==> src/rtl/auxdac_level_pkg.sv <==
package auxdac_level_pkg;

    typedef enum logic [1:0] {
        SEL_NONE = 2'd0,
        SEL_LO   = 2'd1,
        SEL_HI   = 2'd2
    } byte_sel_e;

endpackage

==> src/rtl/auxdac_byte_decode.sv <==
module auxdac_byte_decode
    import auxdac_level_pkg::*;
#(
    parameter int          ADDR_W  = 8,
    parameter logic [7:0]  LO_ADDR = 8'h30,
    parameter logic [7:0]  HI_ADDR = 8'h31
) (
    input  logic              en,
    input  logic [ADDR_W-1:0] addr,
    output byte_sel_e         sel
);

    always_comb begin
        sel = SEL_NONE;
        if (en) begin
            if (addr == ADDR_W'(LO_ADDR)) begin
                sel = SEL_LO;
            end else if (addr == ADDR_W'(HI_ADDR)) begin
                sel = SEL_HI;
            end
        end
    end

endmodule

==> src/rtl/auxdac_stage_reg.sv <==
module auxdac_stage_reg
    import auxdac_level_pkg::*;
#(
    parameter int CODE_W = 12,
    parameter int BYTE_W = 8
) (
    input  logic              clk,
    input  logic              rst_n,
    input  byte_sel_e         wr_sel,
    input  logic [BYTE_W-1:0] wr_data,
    input  byte_sel_e         rd_sel,
    output logic [BYTE_W-1:0] rd_data,
    output logic [CODE_W-1:0] stage_q
);

    localparam int HI_W = CODE_W - BYTE_W;

    logic [CODE_W-1:0] stage_d;
    logic [BYTE_W-1:0] hi_byte;

    // Byte-merge: only the selected half of the staging code is replaced.
    always_comb begin
        stage_d = stage_q;
        unique case (wr_sel)
            SEL_LO:   stage_d[BYTE_W-1:0]      = wr_data;
            SEL_HI:   stage_d[CODE_W-1:BYTE_W] = wr_data[HI_W-1:0];
            default:  stage_d                  = stage_q;
        endcase
    end

    always_ff @(posedge clk or negedge rst_n) begin
        if (!rst_n) begin
            stage_q <= '0;
        end else begin
            stage_q <= stage_d;
        end
    end

    // Unused upper bits of the high byte read as zero.
    always_comb begin
        hi_byte            = '0;
        hi_byte[HI_W-1:0]  = stage_q[CODE_W-1:BYTE_W];
    end

    always_comb begin
        rd_data = '0;
        unique case (rd_sel)
            SEL_LO:   rd_data = stage_q[BYTE_W-1:0];
            SEL_HI:   rd_data = hi_byte;
            default:  rd_data = '0;
        endcase
    end

endmodule

==> src/rtl/auxdac_active_reg.sv <==
module auxdac_active_reg #(
    parameter int CODE_W = 12
) (
    input  logic              clk,
    input  logic              rst_n,
    input  logic              latch_pulse,
    input  logic [CODE_W-1:0] stage_q,
    output logic [CODE_W-1:0] active_q
);

    // Transfer samples the staging value present before this edge's write.
    always_ff @(posedge clk or negedge rst_n) begin
        if (!rst_n) begin
            active_q <= '0;
        end else if (latch_pulse) begin
            active_q <= stage_q;
        end
    end

endmodule

==> src/rtl/auxdac_level_reg.sv <==
module auxdac_level_reg
    import auxdac_level_pkg::*;
#(
    parameter int          CODE_W  = 12,
    parameter int          ADDR_W  = 8,
    parameter logic [7:0]  LO_ADDR = 8'h30,
    parameter logic [7:0]  HI_ADDR = 8'h31
) (
    input  logic              clk,
    input  logic              rst_n,
    input  logic              wr_en,
    input  logic [ADDR_W-1:0] wr_addr,
    input  logic [7:0]        wr_data,
    input  logic [ADDR_W-1:0] rd_addr,
    output logic [7:0]        rd_data,
    input  logic              latch_pulse,
    output logic [CODE_W-1:0] dac_code
);

    localparam int BYTE_W = 8;

    byte_sel_e         wr_sel;
    byte_sel_e         rd_sel;
    logic [CODE_W-1:0] stage_q;

    auxdac_byte_decode #(
        .ADDR_W (ADDR_W),
        .LO_ADDR(LO_ADDR),
        .HI_ADDR(HI_ADDR)
    ) i_wr_decode (
        .en  (wr_en),
        .addr(wr_addr),
        .sel (wr_sel)
    );

    auxdac_byte_decode #(
        .ADDR_W (ADDR_W),
        .LO_ADDR(LO_ADDR),
        .HI_ADDR(HI_ADDR)
    ) i_rd_decode (
        .en  (1'b1),
        .addr(rd_addr),
        .sel (rd_sel)
    );

    auxdac_stage_reg #(
        .CODE_W(CODE_W),
        .BYTE_W(BYTE_W)
    ) i_stage (
        .clk    (clk),
        .rst_n  (rst_n),
        .wr_sel (wr_sel),
        .wr_data(wr_data),
        .rd_sel (rd_sel),
        .rd_data(rd_data),
        .stage_q(stage_q)
    );

    auxdac_active_reg #(
        .CODE_W(CODE_W)
    ) i_active (
        .clk        (clk),
        .rst_n      (rst_n),
        .latch_pulse(latch_pulse),
        .stage_q    (stage_q),
        .active_q   (dac_code)
    );

endmodule

==> config.mk <==
export PLATFORM = sky130hd
export DESIGN_NAME = auxdac_level_reg
export DESIGN_NICKNAME = d
export VERILOG_FILES = /design/src/rtl/auxdac_level_pkg.sv /design/src/rtl/auxdac_byte_decode.sv /design/src/rtl/auxdac_stage_reg.sv /design/src/rtl/auxdac_active_reg.sv /design/src/rtl/auxdac_level_reg.sv
export SDC_FILE = /design/constraint.sdc
export NUM_CORES = 1
export LEC_CHECK = 0
export BUFFER_PORTS_ARGS = -buffer_cell sky130_fd_sc_hd__clkbuf_2
export CAP_MARGIN = 30
export CORE_ASPECT_RATIO = 0.8
export CORE_MARGIN = 5
export CORE_UTILIZATION = 47
export DETAILED_ROUTE_END_ITERATION = 10
export PLACE_DENSITY = 0.78
export RECOVER_POWER = 25
export SLEW_MARGIN = 20
export SYNTH_ARGS = -nofsm -noshare
export SYNTH_HDL_FRONTEND = slang
export SYNTH_HIERARCHICAL = 1
export SYNTH_SLANG_ARGS = --single-unit
export TNS_END_PERCENT = 50
==> constraint.sdc <==
create_clock -name clk -period 1.66 [get_ports clk]
set_input_delay 0.166 -clock clk [delete_from_list [all_inputs] [get_ports clk]]
set_output_delay 0.166 -clock clk [all_outputs]
set_load 0.1 [all_outputs]
* Word-level counts from Yosys, hierarchy flattened
Cells that the tools add are included.
** Storage, ports and cells
- Register bits :: 24
- Word-level logic and storage cells :: 17
- Input bits :: 28
- Output and inout bits :: 20
** Cells by class
- Multiplexer cells :: 6
- Eq/ne operators :: 8
** Operators by type and width (number)
- 8-bit by 6-bit == test with 1-bit output, second input constant :: 4
- 8-bit one-hot mux with 2 select lines :: 1
- 2-bit 2-to-1 mux :: 5
- 2-bit by 1-bit == test with 1-bit output, second input constant :: 2
- 2-bit == test, second input constant :: 2

* Longest topological paths before layout
Gate-level depths: netlist of run 1.
- Depth in word-level cells :: 5
- Mapped depth :: 6

* Modules after synthesis
Netlist of run 1, hierarchy kept.
** Modules (own cells, without submodules)
- auxdac_stage_reg :: cells an instance 43, sequential area each 300.3 sq um, area each 606.8 sq um, instances 1
- auxdac_active_reg :: cells an instance 25, sequential area each 300.3 sq um, area each 484.2 sq um, instances 1
- auxdac_byte_decode :: cells an instance 5, sequential area each 0.0 sq um, area each 35.0 sq um, instances 2
- auxdac_level_reg :: cells an instance 1, sequential area each 0.0 sq um, area each 3.8 sq um, instances 1

* Worst setup path after synthesis of run 1
Ideal clock, no wire load.
- Path type :: input-to-output
- Start :: input port rd_addr[6]
- End :: output port rd_data[0]
- Cell stages on the path :: 5
- Setup slack :: -1.075 ns
- Data required time :: 1.494 ns
- Buffers on the path :: 0
- Arrival time :: 2.569 ns
- Path through :: or4b_1 -> nor3_1 -> inv_1 -> ha_1 -> nor2_1
** RTL lines
- start: declaration :: RTL line auxdac_level_reg.sv:14 : input logic [ADDR_W-1:0] rd_addr,
- 8-bit by 6-bit == test with 1-bit output * :: RTL line auxdac_byte_decode.sv:16 : if (addr == ADDR_W'(LO_ADDR)) begin
- 2-bit 2-to-1 mux * :: RTL line auxdac_byte_decode.sv:16
- named net rd_sel[0] :: RTL line auxdac_level_reg.sv:23 : byte_sel_e rd_sel;
- 2-bit == test / 2-bit by 1-bit == test with 1-bit output (equally long branches) :: RTL line auxdac_stage_reg.sv:47 : unique case (rd_sel)
- 8-bit one-hot mux with 2 select lines * :: RTL line auxdac_stage_reg.sv:47
- end: declaration :: RTL line auxdac_level_reg.sv:15 : output logic [7:0] rd_data,
The timed path passes the listed nets; every way through them passes the cells marked *.

* Final worst setup path of run 1
- Start :: input port rd_addr[6]
- End :: output port rd_data[5]
The elaborated chain is that of the path after synthesis.

==> impl_results.rst, run 1 <==
.. list-table::
   :header-rows: 1

   * - Metric
     - Value
   * - Result of the run
     - complete, but fails checks
   * - Violated checks
     - negative setup slack
   * - Final Worst Setup Slack
     - -0.2734 ns
   * - Max-cap violations
     - 0
   * - Number of detailed-route iterations in the first pass
     - 3
   * - Leading post-synthesis cells by cell area
     - dfrtp_1 (52%), mux2_4 (24%), mux2_2 (4.8%), a22oi_1 (2.6%), and2_1 (2.1%)
   * - Top fanout value on the critical path
     - 7
   * - Final Instance Area
     - 1710 sq um
   * - DRT antenna net count
     - 0
   * - Fraction of registers with async set/reset
     - 1.000
   * - Number of flops mapped to enable cells by yosys
     - 0
   * - Post-synth top area cell
     - dfrtp_1
   * - Number of buffer cells added on primary ports
     - between 40 and 50
   * - Total number of vias
     - 820
   * - First-pass GRT wire length
     - 4.133 mm
   * - Yosys reg bits
     - 24
   * - Core area
     - ~2400 sq um
   * - Global-route usage over all layers
     - 0.1558
   * - Most numerous cell types in the synthesized netlist
     - dfrtp_1 (24), mux2_4 (19), mux2_2 (5)
   * - Least-Margin Pin Slew
     - 0.5876 ns
   * - Clk Tree Root Cell
     - clkbuf_4
   * - Setup Crit Path Kind
     - in -> out
   * - Initial antenna violation count
     - 0
   * - Clk Latency, worst-skew pair
     - between 0.3 and 0.4 ns
   * - Time the final worst path needs with I/O delays and setup
     - ~1.9 ns
   * - Area of the mapped netlist
     - 1165 sq um
   * - Tcrit/Tclk final
     - 1.165
   * - Clock transition at the register clock pins on the worst setup and hold paths after CTS
     - 0.12 ns
   * - DIE WIDTH
     - 65.66 um
   * - Post-Place Cell Area
     - 1670 sq um
   * - Worst vdd rail ir drop
     - 0.0004566 V
   * - RSZ-0062 raised after global routing
     - true
   * - Number of levels in the clock H-tree
     - 1
   * - Part of the Yosys area used for sequential elements
     - 0.5156
   * - I/O pin count
     - 48
   * - Largest net degree at the start of global routing
     - 25
   * - Number of buffers on the longest clock path
     - 2
   * - Worst-case reg-to-reg path depth
     - 1
   * - Row Count
     - 16
   * - DR WL/cell
     - 15.88 um
   * - Weighted congestion at the end of routability-driven global placement
     - 0.7472
   * - Post-Route Hold Slack
     - 0.07755 ns
   * - Worst endpoint required time
     - roughly 1.5 ns
   * - Average cell area after synthesis
     - 14.75 sq um
   * - Layout net count
     - 165
   * - Vias per std cell
     - 5.093
   * - Area enclosed by the die boundary
     - 3580 sq um
   * - Number of global-route vias before repair
     - 878
   * - Number of buffers created by CTS
     - 3
   * - Worst slack at placement
     - -0.2609 ns
   * - Total half-perimeter wirelength after legalization and detailed placement
     - 2.087 mm
   * - Netlist cell types
     - 15
   * - Share of post-route cells with drive strength above 1
     - 0.6791
   * - Arrival @ worst endpoint
     - 1.77 ns
   * - Cell leakage power
     - 0.0008511 uW
   * - Rel. slew slack
     - 0.6083
   * - Ant diodes
     - 0
   * - Number of sinks driven by the clock tree
     - 24
   * - Number of warnings issued by yosys
     - 6
   * - DIE HEIGHT
     - 54.53 um
   * - Setup-failing EPs final
     - 8
   * - Layout-stage area growth over the synthesis result
     - 46.83%
   * - Max Fclk
     - 517.2 MHz
   * - Worst hold path stage count
     - 2
   * - Final hold violation count
     - 0
   * - Detailed-route DRC error count
     - 0
   * - Slew Limit Fails
     - 0
   * - Total Wirelength
     - about 2.6 mm
   * - Setup_tns
     - -1.889 ns
   * - Startpoint of the worst-slack reg-to-reg timing path
     - i_stage/stage_q[6]$_DFFE_PN0N_
   * - Crit end category
     - output pin
   * - Effective utilization at floorplan
     - 0.4849
   * - Power density of the placed cells
     - 682.8 nW/um^2
   * - Most frequent cell after synthesis
     - dfrtp_1
   * - Critical hold path startpoint
     - wr_data[4]
   * - Category of the worst setup path launch point
     - primary input
   * - Worst-case clock skew
     - ~0.0032 ns
   * - TritonCTS clock tree
     - done
   * - Grt ovf
     - 0
   * - Type of the most critical hold path
     - in -> reg
   * - Post-synth top flop
     - dfrtp_1
   * - Number of standard cells after synthesis
     - 79
   * - Fraction of synthesized cell area taken by the top area cell type
     - 0.5156
   * - DRC violation total after the first TritonRoute iteration
     - 21
   * - Number of nets in the synthesized netlist
     - 109
   * - Launch point of the worst path
     - rd_addr[6]
[cells by family (layout without fill, tap and decap cells)]
| group | count (synthesis) | count (layout) | share of synthesized area |
|---|---|---|---|
| compound gates | 4 | 4 | 0.02578 |
| fa+ha+maj | 2 | 2 | 0.02148 |
| buf+inv | 6 | 61 | 0.03222 |
| flops | 24 | 24 | 0.5156 |
| mux | 24 | 24 | 0.2932 |
| other cells | 1 | 1 | 0.003219 |
| simple gates | 18 | 18 | 0.1085 |
[metrics by stage]
stage,cells,util,power (uW)
floorplan,79,-,821.0
global placement,156,0.6953,887.8
detailed placement,156,0.6953,894.4
CTS,161,0.7188,1192
global route,161,0.7120,1223
finish,161,0.7120,1168
[timing repair]
item / in CTS / in global routing
endpoints found under the setup margin: 8 / 8
setup buffers: 0 / 0
gates resized for setup: 2 / 4
pin swaps: 0 / 6
hold endpoints to repair: 24 / 0
hold buffers: 1 / 0
[metal layers]
metal	wire length, um	GRT usage
met1	940	0.1694
met2	1483	0.3111
met3	132	0.04312
met4	0	0.02069
met5	0	0
[layout by cell type (no fill, tap or decap)]
cell type      instances
nor2_4                 4
clkbuf_4               3
a22oi_2                4
clkbuf_2              39
mux2_4                10
and2_2                 2
or4b_1                 1
ha_4                   2
mux2_1                 9
mux2_2                 5
and2_4                 2
nor2b_4                1
buf_4                  2
clkbuf_8               1
conb_1                 1
inv_2                  1
dfrtp_1               24
dlygate4sd3_1          1
nand4bb_1              2
inv_1                  3
nor3_1                 2
and2b_4                1
buf_12                 9
nor3_4                 2
or4b_4                 1
buf_6                  2
[registers in the layout, indices dropped and copies added (netlist names)]
name               count
i_stage/stage_q       12
i_active/active_q     12
[report_power, final]
part           internal (uW)  switching, uW
combinational           68.6            166
sequential               614           21.9
clock                    134            163
[cell type report]
class                           count  area (sq um)
Fill cell                         173         691.9
Multi-Input combinational cell     49         601.8
Sequential cell                    24         600.6
Timing Repair Buffer               53         422.9
Clock buffer                        4         36.28
Tap cell                           27         33.78
Inverter                            4         15.01
[path summary, 6_finish.rpt]
| path | to | slack, ns |
|---|---|---|
| min in group asynchronous | i_active/active_q[10]$_DFFE_PN0P_ | 0.37 |
| worst min-delay path | i_stage/stage_q[4]$_DFFE_PN0N_ | 0.08 |
| worst max register to register | i_active/active_q[6]$_DFFE_PN0P_ | 0.82 |
| max in group asynchronous | i_active/active_q[7]$_DFFE_PN0P_ | 0.90 |
| worst max-delay path | rd_data[5] | -0.27 |
| worst min register to register | i_active/active_q[1]$_DFFE_PN0P_ | 0.51 |
[worst max-delay path: stages]
cell      delay [ns]
clkbuf_2        0.08
or4b_4          0.57
nor3_4          0.21
buf_6           0.14
ha_4            0.18
buf_6           0.11
and2_4          0.14
buf_12          0.16
Power figures use the tool's default switching activity.
==> run 2, diff against run 1 <==
--- a/config.mk
+++ b/config.mk
@@ -6,4 +6,5 @@
 export NUM_CORES = 1
 export LEC_CHECK = 0
+export ABC_AREA = 1
 export BUFFER_PORTS_ARGS = -buffer_cell sky130_fd_sc_hd__clkbuf_2
 export CAP_MARGIN = 30
==> constraint.sdc (replaced) <==
create_clock -name clk -period 1.66 [get_ports clk]
set_input_delay 0.166 -clock clk [delete_from_list [all_inputs] [get_ports clk]]
set_output_delay 0.166 -clock clk [all_outputs]
set_load 0.05 [all_outputs]
==> run 2 against run 1 <==
Die area rose by 0.97%; routed wire length is 9.0% higher; final area shrank 9.9%; synthesized cell count up 100%; the run now ends clean; power fell by 11%; sequential share of layout area increased by 3.8 points; sequential power hardly changed; register-to-register slack gained 0.17 ns; largest power group unchanged; first-iteration DRC count increased to 3.0 times the previous value; combinational power down 29%.
==> impl_results.rst, run 2 <==
.. list-table::
   :header-rows: 1

   * - Metric
     - Value
   * - TritonCTS clock tree
     - done
   * - Total half-perimeter wirelength after legalization and detailed placement
     - around 2.2 mm
   * - Fraction of synthesized cell area taken by the top area cell type
     - 0.5096
   * - Average cell area after synthesis
     - between 7 and 8 sq um
   * - Share of post-route cells with drive strength above 1
     - 0.3000
   * - Yosys reg bits
     - 24
   * - Crit-path max cell delay
     - 0.20 ns
   * - Least-Margin Pin Slew
     - 1.238 ns
   * - Row Count
     - 16
   * - Ant diodes
     - 0
   * - DR WL/cell
     - 11.33 um
   * - Number of sinks driven by the clock tree
     - 24
   * - Number of flops mapped to enable cells by yosys
     - 0
   * - Count of buffer and inverter cells on the critical path
     - 6
   * - Number of global-route vias before repair
     - roughly 1,100
   * - Most numerous cell types in the synthesized netlist
     - nand2_1 (85), dfrtp_1 (24), inv_1 (16)
   * - Number of buffer cells added on primary ports
     - 47
   * - Cell type group with the largest total delay on the critical path
     - buffers and inverters
   * - Part of the Yosys area used for sequential elements
     - 0.5096
   * - Fraction of registers with async set/reset
     - 1.000
   * - Post-Place Cell Area
     - 1440 sq um
   * - Clock transition at the register clock pins on the worst setup and hold paths after CTS
     - 0.12 ns
   * - DRT antenna net count
     - 0
   * - Setup-failing EPs final
     - 0
   * - Number of warnings issued by yosys
     - 6
   * - DRC violation total after the first TritonRoute iteration
     - 63
   * - Arrival @ worst endpoint
     - 1.45 ns
   * - Clk Latency, worst-skew pair
     - approximately 0.30 ns
   * - Area enclosed by the die boundary
     - ~3600 sq um
   * - Cell leakage power
     - around 0.00093 uW
   * - Leading post-synthesis cells by cell area
     - dfrtp_1 (51%), nand2_1 (27%), nand3_1 (5.1%), inv_1 (5.1%), nor2_1 (2.5%)
   * - Rel. slew slack
     - 0.1748
   * - Area of the mapped netlist
     - roughly 1200 sq um
   * - Number of standard cells after synthesis
     - 160
   * - Number of levels in the clock H-tree
     - 1
   * - Final hold violation count
     - 0
   * - Worst endpoint required time
     - 1.49 ns
   * - Overall Power
     - 1044 uW
   * - Clk Tree Root Cell
     - clkbuf_4
   * - Crit end category
     - output pin
   * - Core area
     - 2422 sq um
   * - Most common library cell in the layout ignoring fill and taps
     - nand2_1
   * - Time the final worst path needs with I/O delays and setup
     - about 1.6 ns
   * - Vias per std cell
     - 4.683
   * - Detailed-route DRC error count
     - 0
   * - Worst vdd rail ir drop
     - 0.0002918 V
   * - Post-synth top flop
     - dfrtp_1
   * - Post-synth top area cell
     - dfrtp_1
   * - DIE HEIGHT
     - approximately 55 um
   * - Number of buffers created by CTS
     - 3
   * - Slowest cell on the critical path
     - clkbuf_4
   * - Number of buffers on the longest clock path
     - 2
   * - I/O pin count
     - between 40 and 50
   * - Post-layout utilization of the core
     - 0.6364
   * - DIE WIDTH
     - 65.99 um
   * - CP cell instances
     - clkbuf_2 > inv_1 > nand2_1 > nor2_2 > nand2_2 > nor2_4 > inv_1 > ha_4 > buf_4 > nand2_1 > inv_1 > clkbuf_4
   * - Number of detailed-route iterations in the first pass
     - 4
   * - Initial antenna violation count
     - 0
   * - Result of the run
     - finished, final reports clean
   * - Tcrit/Tclk final
     - 0.9734
   * - Effective utilization at floorplan
     - 0.4866
   * - Max-cap violations
     - 0
   * - Total Wirelength
     - 2.788 mm
   * - Top fanout value on the critical path
     - 5
   * - Grt ovf
     - 0
   * - Setup Crit Path Kind
     - in -> out
   * - First-pass GRT wire length
     - 4.560 mm
   * - Cell total after placement
     - 242
   * - Global-route usage over all layers
     - 0.1656
   * - Slew Limit Fails
     - 0
   * - Total number of vias
     - 1,152
   * - Netlist cell types
     - 14
   * - Power density of the placed cells
     - between 600 and 700 nW/um^2
   * - Max Fclk
     - ~620 MHz
   * - Largest net degree at the start of global routing
     - 25
   * - Most frequent cell after synthesis
     - nand2_1
   * - Category of the worst setup path launch point
     - primary input
   * - Top Registers
     - i_active/active_q x12, i_stage/stage_q x12
   * - Setup bufs post-CTS
     - 0
   * - Finished Layout Cells
     - 246
   * - Final Instance Area
     - 1541 sq um
   * - Commonest cells after routing, fill and taps aside
     - nand2_1 (84), clkbuf_2 (38), dfrtp_1 (24), inv_1 (15), nand3_1 (12)
   * - Layout-stage area growth over the synthesis result
     - 30.79%
   * - Weighted congestion at the end of routability-driven global placement
     - 0.7040
   * - Type of the most critical hold path
     - in -> reg
   * - Worst-case clock skew
     - around 0.0045 ns
   * - Layout net count
     - 242
   * - Most used cell, CP
     - inv_1
[run 2: worst paths after layout]
check                      slack [ns]                        startpoint  cells past startpoint                          endpoint
max                              0.04                        rd_addr[1]                     12                        rd_data[5]
min                              0.08                        wr_data[6]                      3    i_stage/stage_q[6]$_DFFE_PN0N_
max reg2reg                      0.99    i_stage/stage_q[2]$_DFFE_PN0N_                      2  i_active/active_q[2]$_DFFE_PN0P_
min reg2reg                      0.49  i_active/active_q[9]$_DFFE_PN0P_                      2  i_active/active_q[9]$_DFFE_PN0P_
max in group asynchronous        0.30                             rst_n                      2    i_stage/stage_q[7]$_DFFE_PN0N_
min in group asynchronous        0.64                             rst_n                      2  i_active/active_q[1]$_DFFE_PN0P_
[run 2: what timing repair did]
action	in CTS	in global routing
endpoints found under the hold margin	24	0
pin swaps	0	3
hold buffers	1	0
setup endpoints to repair	4	8
gates resized for setup	4	24
cloned	0	0
[run 2: final cells by class]
type	count	area, sq um
Fill cell	217	880.8
Sequential cell	24	600.6
Multi-Input combinational cell	114	521.8
Timing Repair Buffer	50	280.3
Inverter	19	71.32
Tap cell	36	45.04
Clock buffer	3	22.52
[run 2: metal layers]
metal / vias to the layer above / routed length, um / track usage
met4: 0 / 38 / 0.07095
met1: 533 / 1214 / 0.1947
met5: - / 0 / 0
met2: 35 / 1390 / 0.3062
li1: 580 / - / -
met3: 4 / 144 / 0.02464
[run 2: cell families after synthesis]
kind of cell / count (synthesis) / share of synthesized area
and+or+nand+nor: 106 / 0.3567
DFF: 24 / 0.5096
buffers and inverters: 23 / 0.09235
AOI/OAI and AO/OA: 4 / 0.01699
adders and majority gates: 2 / 0.02123
other: 1 / 0.003182
[run 2: report_power, final]
part	internal [uW]	switching (uW)
clock	84.6	158
combinational	51.5	115
sequential	613	21.5
total	749	294
[run 2: worst min-delay path, delay by kind of cell]
kind	cells	cell delay (ns)
buf+inv	1	0.08
simple gates	2	0.12
[run 2: metrics by stage]
step | setup TNS, ns | setup slack [ns] | hold WS [ns]
after detailed placement | -0.1356 | -0.05528 | 0.1864
after floorplan | -0.6305 | -0.1576 | -0.1296
after global placement | 0 | 0.1162 | 0.1743
final | 0 | 0.04408 | 0.08476
after global routing | -0.07331 | -0.03388 | 0.07861
after CTS | 0 | 0.0001373 | 0.07985
==> run 3, diff against run 2 <==
Settings changed: CELL_PAD_IN_SITES_DETAIL_PLACEMENT from default to 1, CELL_PAD_IN_SITES_GLOBAL_PLACEMENT from default to 1, CORE_UTILIZATION 47 to 32, PLACE_DENSITY 0.78 to default, PLACE_DENSITY_LB_ADDON from default to 0.1.
==> run 3 against run 2 <==
Clock power up 60%; critical path depth is 1 lower; maximum frequency up 5.0%; largest cell class unchanged; highest routed layer unchanged.
==> impl_results.rst, run 3 (synthesis gave the netlist of run 2 again) <==
.. list-table::
   :header-rows: 1

   * - Metric
     - Value
   * - Result of the run
     - finished, final reports clean
   * - Worst-case clock skew
     - 0.0007994 ns
   * - Category of the worst setup path launch point
     - primary input
   * - Arrival @ worst endpoint
     - ~1.4 ns
   * - Switching share of power
     - 0.2644
   * - Vias per std cell
     - 4.516
   * - Switching power summed over all nets
     - 314.9 uW
   * - DIE HEIGHT
     - 64.28 um
   * - Worst hold path stage count
     - 3
   * - Effective utilization at floorplan
     - 0.3373
   * - Total half-perimeter wirelength after legalization and detailed placement
     - 2.721 mm
   * - Least-Margin Pin Slew
     - roughly 0.60 ns
   * - TritonCTS clock tree
     - done
   * - Crit end category
     - output pin
   * - Number of global-route vias before repair
     - 1,194
   * - Layout-stage area growth over the synthesis result
     - 38.96%
   * - Cell total after placement
     - around 250
   * - Cell leakage power
     - 0.0009465 uW
   * - DRC violation total after the first TritonRoute iteration
     - 28
   * - Largest net degree at the start of global routing
     - 25
   * - Internal cell power
     - 876.1 uW
   * - First-pass GRT wire length
     - 5.637 mm
   * - Worst vdd rail ir drop
     - 0.0005120 V
   * - Detailed-route DRC error count
     - 0
   * - Clk Latency, worst-skew pair
     - between 0.2 and 0.3 ns
   * - Clock transition at the register clock pins on the worst setup and hold paths after CTS
     - 0.08 ns
   * - Storage cell area
     - 600.6 sq um
   * - Most common library cell in the layout ignoring fill and taps
     - nand2_1
   * - Time the final worst path needs with I/O delays and setup
     - ~1.5 ns
   * - Row Count
     - 19
   * - Max-cap violations
     - 0
   * - Number of detailed-route iterations in the first pass
     - 4
   * - Clk Tree Root Cell
     - clkbuf_8
   * - Part of the total power dissipated in combinational logic
     - 0.141
   * - Rel. slew slack
     - 0.6014
   * - Grt ovf
     - 0
   * - Number of buffers created by CTS
     - 3
   * - Clk network pwr share
     - 0.325
   * - Tcrit/Tclk final
     - 0.9274
   * - Top Registers
     - i_active/active_q x12, i_stage/stage_q x12
   * - Finished Layout Cells
     - 252
   * - Weighted congestion at the end of routability-driven global placement
     - ~0.72
   * - Worst reg2reg setup slack
     - 0.96 ns
   * - Commonest cells after routing, fill and taps aside
     - nand2_1 (85), clkbuf_2 (43), dfrtp_1 (24), inv_1 (16), nand3_1 (12)
   * - I/O pin count
     - 48
   * - Worst endpoint required time
     - between 1 and 1.5 ns
   * - FILL cells
     - 444
   * - Number of levels in the clock H-tree
     - 1
   * - Number of buffers on the longest clock path
     - 2
   * - Ant diodes
     - 0
   * - Share of post-route cells with drive strength above 1
     - 0.3048
   * - Area enclosed by the die boundary
     - 5004 sq um
   * - Startpoint of the worst-slack reg-to-reg timing path
     - i_stage/stage_q[9]$_DFFE_PN0N_
   * - Worst-case reg-to-reg path depth
     - 2
   * - DRT antenna net count
     - 0
   * - Top fanout value on the critical path
     - 8
   * - Total Wirelength
     - 3.290 mm
   * - Setup-failing EPs final
     - 0
   * - DIE WIDTH
     - about 78 um
   * - Relative contribution of sequential cells to total power
     - 0.534
   * - Hold-critical path endpoint
     - i_stage/stage_q[6]$_DFFE_PN0N_
   * - Slew Limit Fails
     - 0
   * - Max Fclk
     - around 650 MHz
   * - Initial antenna violation count
     - 0
   * - Layout net count
     - 241
   * - Global-route usage over all layers
     - 0.1386
   * - Number of sinks driven by the clock tree
     - 24
   * - Final hold violation count
     - 0
   * - Overall Power
     - approximately 1200 uW
   * - Total number of vias
     - 1,138
   * - Type of the most critical hold path
     - in -> reg
   * - DR WL/cell
     - 13.06 um
   * - Critical R2R Capture
     - i_active/active_q[9]$_DFFE_PN0P_
   * - Critical hold path startpoint
     - wr_data[6]
   * - Final Worst Setup Slack
     - ~0.12 ns
   * - Footprint of the multi-input gates
     - roughly 550 sq um
   * - Launch point of the worst path
     - rd_addr[1]
   * - Power density of the placed cells
     - 727.2 nW/um^2
   * - Worst slack at placement
     - -0.06992 ns
   * - Core area
     - 3495 sq um
   * - Number of buffer cells added on primary ports
     - 47
   * - Setup Crit Path Kind
     - in -> out
-- run 3: power groups by stage --
stage / sequential (uW) / combinational, uW / clock, uW
floorplan: 695 / 44.7 / 0
global placement: 646 / 162 / 0
detailed placement: 648 / 169 / 0
CTS: 636 / 171 / 408
global route: 640 / 187 / 428
finish: 636 / 168 / 387
-- run 3: layer usage --
layer / track usage / vias up / part of all wire
met5: 0 / - / 0
li1: - / 576 / -
met2: 0.2250 / 29 / 0.47
met1: 0.1845 / 531 / 0.47
met4: 0.03004 / 0 / 0.0055
met3: 0.03792 / 2 / 0.052
-- run 3: how the worst max path moves through the flow --
| stage | endpoint | slack (ns) |
|---|---|---|
| 6_report | rd_data[3] | 0.12 |
| 5_1_grt | rd_data[2] | -0.02 |
| 4_1_cts | rd_data[2] | -0.01 |
| 3_5_place_dp | rd_data[3] | -0.07 |
| 3_3_place_gp | rd_data[0] | 0.01 |
| 2_1_floorplan | rd_data[0] | -0.16 |
-- run 3: cell type report --
cell class / instances / area share
Timing Repair Buffer: 49 / 0.1910
Tap cell: 42 / 0.03209
Clock buffer: 4 / 0.03361
Inverter: 19 / 0.04354
Multi-Input combinational cell: 114 / 0.3331
Sequential cell: 24 / 0.3667
-- run 3: stage by stage --
step,TNS [ns],util,hold WS [ns],area (sq um)
2_1_floorplan,-0.6305,-,-0.1296,1182
3_3_place_gp,0,0.4293,0.1902,1500
3_5_place_dp,-0.1505,0.4293,0.2036,1500
4_1_cts,-0.01301,0.4497,0.1278,1572
5_1_grt,-0.06416,0.4687,0.1302,1638
6_report,0,0.4687,0.1333,1638
-- run 3: worst max-delay path, cell delays in order --
cell and delay (ns):
clkbuf_2 0.08, inv_1 0.04, nand2_1 0.04, nor2_1 0.11, nand2_1 0.12, nor2_2 0.18, inv_1 0.10, ha_4 0.20
nand2_1 0.12, a21oi_4 0.08, buf_12 0.15
-- run 3: what timing repair did --
item                                   in CTS  in global routing
setup endpoints to repair                   4                  8
setup buffers                               0                  0
endpoints found under the hold margin      24                  0
gates resized for setup                     2                 12
hold buffers                                1                  0
pin swaps                                   0                  1
